==> src/rtl/tpd_pkg.sv <==
package tpd_pkg;

    localparam int BYTE_W = 8;

    localparam logic [BYTE_W-1:0] DEV_SEL  = 8'hA0;
    localparam logic [BYTE_W-1:0] WA_SET   = 8'h01;
    localparam logic [BYTE_W-1:0] WA_CLR   = 8'h03;
    localparam logic [BYTE_W-1:0] DATA_KEY = 8'h00;

    typedef enum logic [2:0] {
        FR_IDLE,
        FR_DEV,
        FR_WADDR,
        FR_DATA,
        FR_END,
        FR_TAIL
    } frame_st_e;

    typedef enum logic [1:0] {
        OP_NONE,
        OP_SET,
        OP_CLR
    } op_kind_e;

    typedef struct packed {
        logic set;
        logic clr;
    } op_req_t;

    function automatic op_kind_e decode_waddr(input logic [BYTE_W-1:0] b);
        op_kind_e k;
        case (b)
            WA_SET:  k = OP_SET;
            WA_CLR:  k = OP_CLR;
            default: k = OP_NONE;
        endcase
        return k;
    endfunction

endpackage

==> src/rtl/tpd_frame.sv <==
module tpd_frame
    import tpd_pkg::*;
(
    input  logic              clk,
    input  logic              rst,
    input  logic              bus_start,
    input  logic              bus_stop,
    input  logic              rx_valid,
    input  logic [BYTE_W-1:0] rx_byte,
    input  logic              hv_present,
    input  logic              busy_i,
    output op_req_t           req_o,
    output logic              cand_o
);

    frame_st_e st;
    logic      qual;
    op_kind_e  kind;
    logic      issue;

    always_ff @(posedge clk) begin
        if (rst) begin
            st   <= FR_IDLE;
            qual <= 1'b0;
            kind <= OP_NONE;
        end else if (busy_i) begin
            st   <= FR_IDLE;
            qual <= 1'b0;
        end else if (bus_start) begin
            st   <= FR_DEV;
            qual <= hv_present;
            kind <= OP_NONE;
        end else if (bus_stop) begin
            st   <= FR_IDLE;
            qual <= 1'b0;
        end else begin
            if (rx_valid) begin
                case (st)
                    FR_DEV: begin
                        qual <= qual && (rx_byte == DEV_SEL);
                        st   <= FR_WADDR;
                    end
                    FR_WADDR: begin
                        kind <= decode_waddr(rx_byte);
                        st   <= FR_DATA;
                    end
                    FR_DATA: begin
                        qual <= qual && (rx_byte == DATA_KEY);
                        st   <= FR_END;
                    end
                    FR_END: begin
                        qual <= 1'b0;
                        st   <= FR_TAIL;
                    end
                    default: ;
                endcase
            end
            if (!hv_present) begin
                qual <= 1'b0;
            end
        end
    end

    always_comb begin
        cand_o    = (st == FR_END) && qual && hv_present && (kind != OP_NONE);
        issue     = cand_o && bus_stop && !bus_start && !busy_i;
        req_o.set = issue && (kind == OP_SET);
        req_o.clr = issue && (kind == OP_CLR);
    end

endmodule

==> src/rtl/tpd_hold.sv <==
module tpd_hold (
    input  logic clk,
    input  logic rst,
    input  logic issue_i,
    input  logic hv_present,
    output logic busy_o,
    output logic done_o
);

    always_ff @(posedge clk) begin
        if (rst) begin
            busy_o <= 1'b0;
        end else if (issue_i) begin
            busy_o <= 1'b1;
        end else if (busy_o && !hv_present) begin
            busy_o <= 1'b0;
        end
    end

    assign done_o = busy_o && !hv_present;

endmodule

==> src/rtl/tpd_cell.sv <==
module tpd_cell
    import tpd_pkg::*;
#(
    parameter int CODE_W       = 6,
    parameter int DEFAULT_CODE = 20,
    parameter int FLOOR_CODE   = 4
) (
    input  logic              clk,
    input  logic              rst,
    input  op_req_t           req_i,
    input  logic [CODE_W-1:0] vcc_code,
    output logic [CODE_W-1:0] trip_o
);

    localparam logic [CODE_W-1:0] RST_VAL = CODE_W'(DEFAULT_CODE);
    localparam logic [CODE_W-1:0] LOW_VAL = CODE_W'(FLOOR_CODE);

    always_ff @(posedge clk) begin
        if (rst) begin
            trip_o <= RST_VAL;
        end else if (req_i.clr) begin
            trip_o <= LOW_VAL;
        end else if (req_i.set && (vcc_code > trip_o)) begin
            trip_o <= vcc_code;
        end
    end

endmodule

==> src/rtl/trip_prog_detect.sv <==
module trip_prog_detect
    import tpd_pkg::*;
#(
    parameter int CODE_W       = 6,
    parameter int DEFAULT_CODE = 20,
    parameter int FLOOR_CODE   = 4
) (
    input  logic              clk,
    input  logic              rst,
    input  logic              bus_start,
    input  logic              bus_stop,
    input  logic              rx_valid,
    input  logic [7:0]        rx_byte,
    input  logic              hv_present,
    input  logic [CODE_W-1:0] vcc_code,
    output logic [CODE_W-1:0] trip_code,
    output logic              prog_busy,
    output logic              prog_done,
    output logic              set_req,
    output logic              clr_req,
    output logic              nvm_wr_block
);

    op_req_t req;
    logic    cand;

    tpd_frame u_frame (
        .clk       (clk),
        .rst       (rst),
        .bus_start (bus_start),
        .bus_stop  (bus_stop),
        .rx_valid  (rx_valid),
        .rx_byte   (rx_byte),
        .hv_present(hv_present),
        .busy_i    (prog_busy),
        .req_o     (req),
        .cand_o    (cand)
    );

    tpd_hold u_hold (
        .clk       (clk),
        .rst       (rst),
        .issue_i   (req.set || req.clr),
        .hv_present(hv_present),
        .busy_o    (prog_busy),
        .done_o    (prog_done)
    );

    tpd_cell #(
        .CODE_W      (CODE_W),
        .DEFAULT_CODE(DEFAULT_CODE),
        .FLOOR_CODE  (FLOOR_CODE)
    ) u_cell (
        .clk     (clk),
        .rst     (rst),
        .req_i   (req),
        .vcc_code(vcc_code),
        .trip_o  (trip_code)
    );

    assign set_req      = req.set;
    assign clr_req      = req.clr;
    assign nvm_wr_block = cand || prog_busy;

endmodule

==> config.mk <==
export PLATFORM = sky130hd
export DESIGN_NAME = trip_prog_detect
export DESIGN_NICKNAME = d
export VERILOG_FILES = /design/src/rtl/tpd_pkg.sv /design/src/rtl/tpd_frame.sv /design/src/rtl/tpd_hold.sv /design/src/rtl/tpd_cell.sv /design/src/rtl/trip_prog_detect.sv
export SDC_FILE = /design/constraint.sdc
export NUM_CORES = 1
export LEC_CHECK = 0
export BUFFER_PORTS_ARGS = -buffer_cell sky130_fd_sc_hd__buf_2
export CAP_MARGIN = 10
export CORE_ASPECT_RATIO = 0.75
export CORE_MARGIN = 1.5
export CORE_UTILIZATION = 49
export DETAILED_ROUTE_END_ITERATION = 10
export GPL_ROUTABILITY_DRIVEN = 0
export HOLD_SLACK_MARGIN = 0.05
export PLACE_DENSITY = 0.86
export SLEW_MARGIN = 0
export SYNTH_ARGS = -nofsm -noshare
export SYNTH_HDL_FRONTEND = slang
export SYNTH_HIERARCHICAL = 1
export SYNTH_SLANG_ARGS = --single-unit
==> constraint.sdc <==
create_clock -name clk -period 2.3 [get_ports clk]
set_clock_uncertainty 0.15 [all_clocks]
set_input_delay 0.575 -clock clk [delete_from_list [all_inputs] [get_ports clk]]
set_output_delay 0.575 -clock clk [all_outputs]
set_load 0.005 [all_outputs]
==> results.ini <==
[outcome]
status = finished with violations
violations = setup timing

[critical_path]
worst-path-max-fanout = 2
worst_path_max_delay_cell = dfxtp_4
crit_buf_inv = 1
crit_top_cell = nor3b_4
cp.required_ns = 1.57
endpoint = set_req
end_kind = primary output
crit_cells = 5
reg2reg_slack_ns = 0
max_stage_delay_ns = 0.36
r2r.worst_path.cells = 9
crit_chain = nor3b_4 > nor3b_4 > nand3_2 > nor3b_2 > buf_2
cp_top_family = simple AND/OR/NAND/NOR gates
critical_path.startpoint = u_frame/st[0]
r2r-start = u_frame/st[0]
critPathKind = flop to primary output
start_kind = flop
reg2reg_to = u_cell/trip_o[0]
worstPathArrival_ns = 1.60

[synthesis]
synth-simple-area-share = 0.3444
synth-main-ff-cell = dfxtp_1
ys_async_sr_fraction = 0
yosysTopAreaCell = dfxtp_1
syn_avg_cell_area_um2 = 8.224
ys_types = 35
synth_area_leaders = dfxtp_1 29%, ha_1 8.3%, mux2i_1 7.7%
ys_seq_area_frac = 0.2877
synth_area_um2 = 904.6
netlist_instances = 110
synth_edf_count = 0
yosys_warnings = 6
synth_compound_area_frac = 0.1480
ys_ff_latch = 13
syn_nets = 136
synthAdderAreaFrac = 0.08299
synth_xor_area_frac = 0.009682
synth_top_area_frac = 0.2877
synth_top_family_by_area = simple AND/OR/NAND/NOR gates
synth_mux_area_frac = 0.08990

[power]
peakVddDrop_uv = 291.9
p_total_mw = 0.4517
powerDensity_nw_per_um2 = 377.6
p_leak_nw = 0.5624

[sta]
post-route-period-util = 1.013
drv_slew = 0
clock.fmax_mhz = 429.3
fin_setup_tns_ns = -0.04549
rsz0062_at_grt = true
period_needed_ns = 2.329
hold_ws_ns = 0.3244
hold_viol_final = 0
worst_slew_pin_slew_ns = 0.5090
slew_headroom = 0.6594
setup_viol = 3
fin_ws_ns = -0.02928

[placed_design]
port_buffers = 30
placed_area_um2 = 1112
dp.cells = 166
dp_hpwl_um = 1763
pre_cts_ws_ns = -0.1547

[grt]
grt_overflow = 0
first_global_vias = 773
grt_antenna_before_repair = 0
grt_max_degree = 10
gr-usage-met3 = 0.05597
gr-usage-met2 = 0.4125
groute.usage.overall = 0.2445
use_met1 = 0.3016
grt_busiest_layer = met2
grt_pass1_wl_um = 3525

[clocking]
cts_buffers = 3
clock_sinks = 13
cts_max_level = 1
clk_latency_ns = 0.29
clockRootBuffer = clkbuf_4
clk_pin_slew_ns = 0.09
cts_tree = yes
clk_path_buf_depth = 2

[die]
pin_count = 31
initial_core_util = 0.5198
core_um2 = 1740
die_area_um2 = 2116
rows = 13
die_y_um = 40.21
die_w_um = 52.62

[final_layout]
drive_above_1_share = 0.3841
final_common_cell = buf_2
finalInstanceArea_um2 = 1196
fin_util = 0.6873
fin_nets = 178
syn2layout_area_growth_pct = 32.23
instances_no_fill = 173
regArea_um2 = 266.5
antennaDiodeCount = 0
fillers = 140
layout_common_cells = 30 x buf_2, 15 x nand2_1, 11 x nor2_1, 10 x dfxtp_1
multi_input_area_um2 = 638.1

[hold_path]
min_path_type = flop to flop

[route]
wl_um = 2455
drtPass1Iterations = 4
routed_via_density = 5.457
ant_nets = 0
remaining_drc_errors = 0
dr.first_iter.drc_count = 23
via_count = 944
wl_per_cell_um = 14.19

[job]
maxCapViolations = 0

[routing by layer]
metal | up-vias | wire [um]
li1 | 468 | -
met1 | 444 | 1137
met2 | 26 | 1188
met3 | 6 | 77
met4 | 0 | 51
met5 | - | 0
[cell usage after synthesis (2+ instances only)]
| master | instances |
|---|---|
| a21oi_1 | 7 |
| a31oi_1 | 2 |
| and2b_1 | 2 |
| dfxtp_1 | 13 |
| ha_1 | 6 |
| inv_1 | 8 |
| mux2i_1 | 7 |
| nand2_1 | 15 |
| nand2b_1 | 2 |
| nand3_1 | 3 |
| nor2_1 | 11 |
| nor2b_1 | 4 |
| nor3_1 | 3 |
| nor3b_1 | 2 |
| nor3b_2 | 2 |
| o21a_1 | 2 |
| or2_1 | 2 |
| or2_2 | 2 |
[sequential cells by signal, indices dropped and copies added, names as in the netlist]
register / cells
u_cell/trip_o: 6
u_frame/kind: 2
u_frame/st: 3
u_hold/busy_o: 1
u_frame/qual: 1
[power breakdown]
| group | leakage (nW) | internal [mW] | switching, mW | total [mW] |
|---|---|---|---|---|
| Sequential | 0.107 | 0.227 | 0.00198 | 0.229 |
| Combinational | 0.438 | 0.0331 | 0.0402 | 0.0733 |
| Clock | 0.0177 | 0.0648 | 0.0850 | 0.150 |
[kinds of logic (layout without fill, tap and decap cells)]
kind of cell	count (synthesis)	after routing
AND/OR/NAND/NOR	55	55
multiplexers	8	8
AO/OA/AOI/OAI	18	18
flip-flops	13	13
buffers and inverters	9	50
XOR/XNOR	1	1
adder cells (fa/ha/maj)	6	6
[worst min-delay path by stage]
| stage | slack [ns] | endpoint | depth (start not counted) | start |
|---|---|---|---|---|
| final | 0.32 | u_cell/trip_o[3] | 2 | u_cell/trip_o[3] |
| after global routing | 0.36 | u_cell/trip_o[1] | 2 | u_cell/trip_o[1] |
| after CTS | 0.33 | u_cell/trip_o[3] | 2 | u_cell/trip_o[3] |
| after detailed placement | 0.31 | u_cell/trip_o[3] | 2 | u_cell/trip_o[3] |
| after global placement | 0.31 | u_cell/trip_o[3] | 2 | u_cell/trip_o[3] |
| after floorplan | 0.31 | u_cell/trip_o[1] | 2 | u_cell/trip_o[1] |
[layout make-up]
type	instances	area share
clock buffers	3	0.01883
clock inverters	1	0.004184
inverters	9	0.02824
multi-input cells	88	0.5335
flip-flops and latches	13	0.2228
well taps	22	0.02301
repair buffers	37	0.1695
[worst register-to-register path, delay by kind of cell (launching register included)]
family | cells | cell delay (ns)
mux | 1 | 0.27
flops | 1 | 0.36
buf+inv | 2 | 0.18
simple gates | 4 | 0.81
compound gates | 2 | 0.46
[what timing repair did]
action,4_1_cts,5_1_grt
resized for setup,9,1
pin swaps,4,1
setup buffers,3,0
hold buffers,0,0
setup endpoints to repair,8,7
No activity file was read; power rests on OpenSTA's default activity.
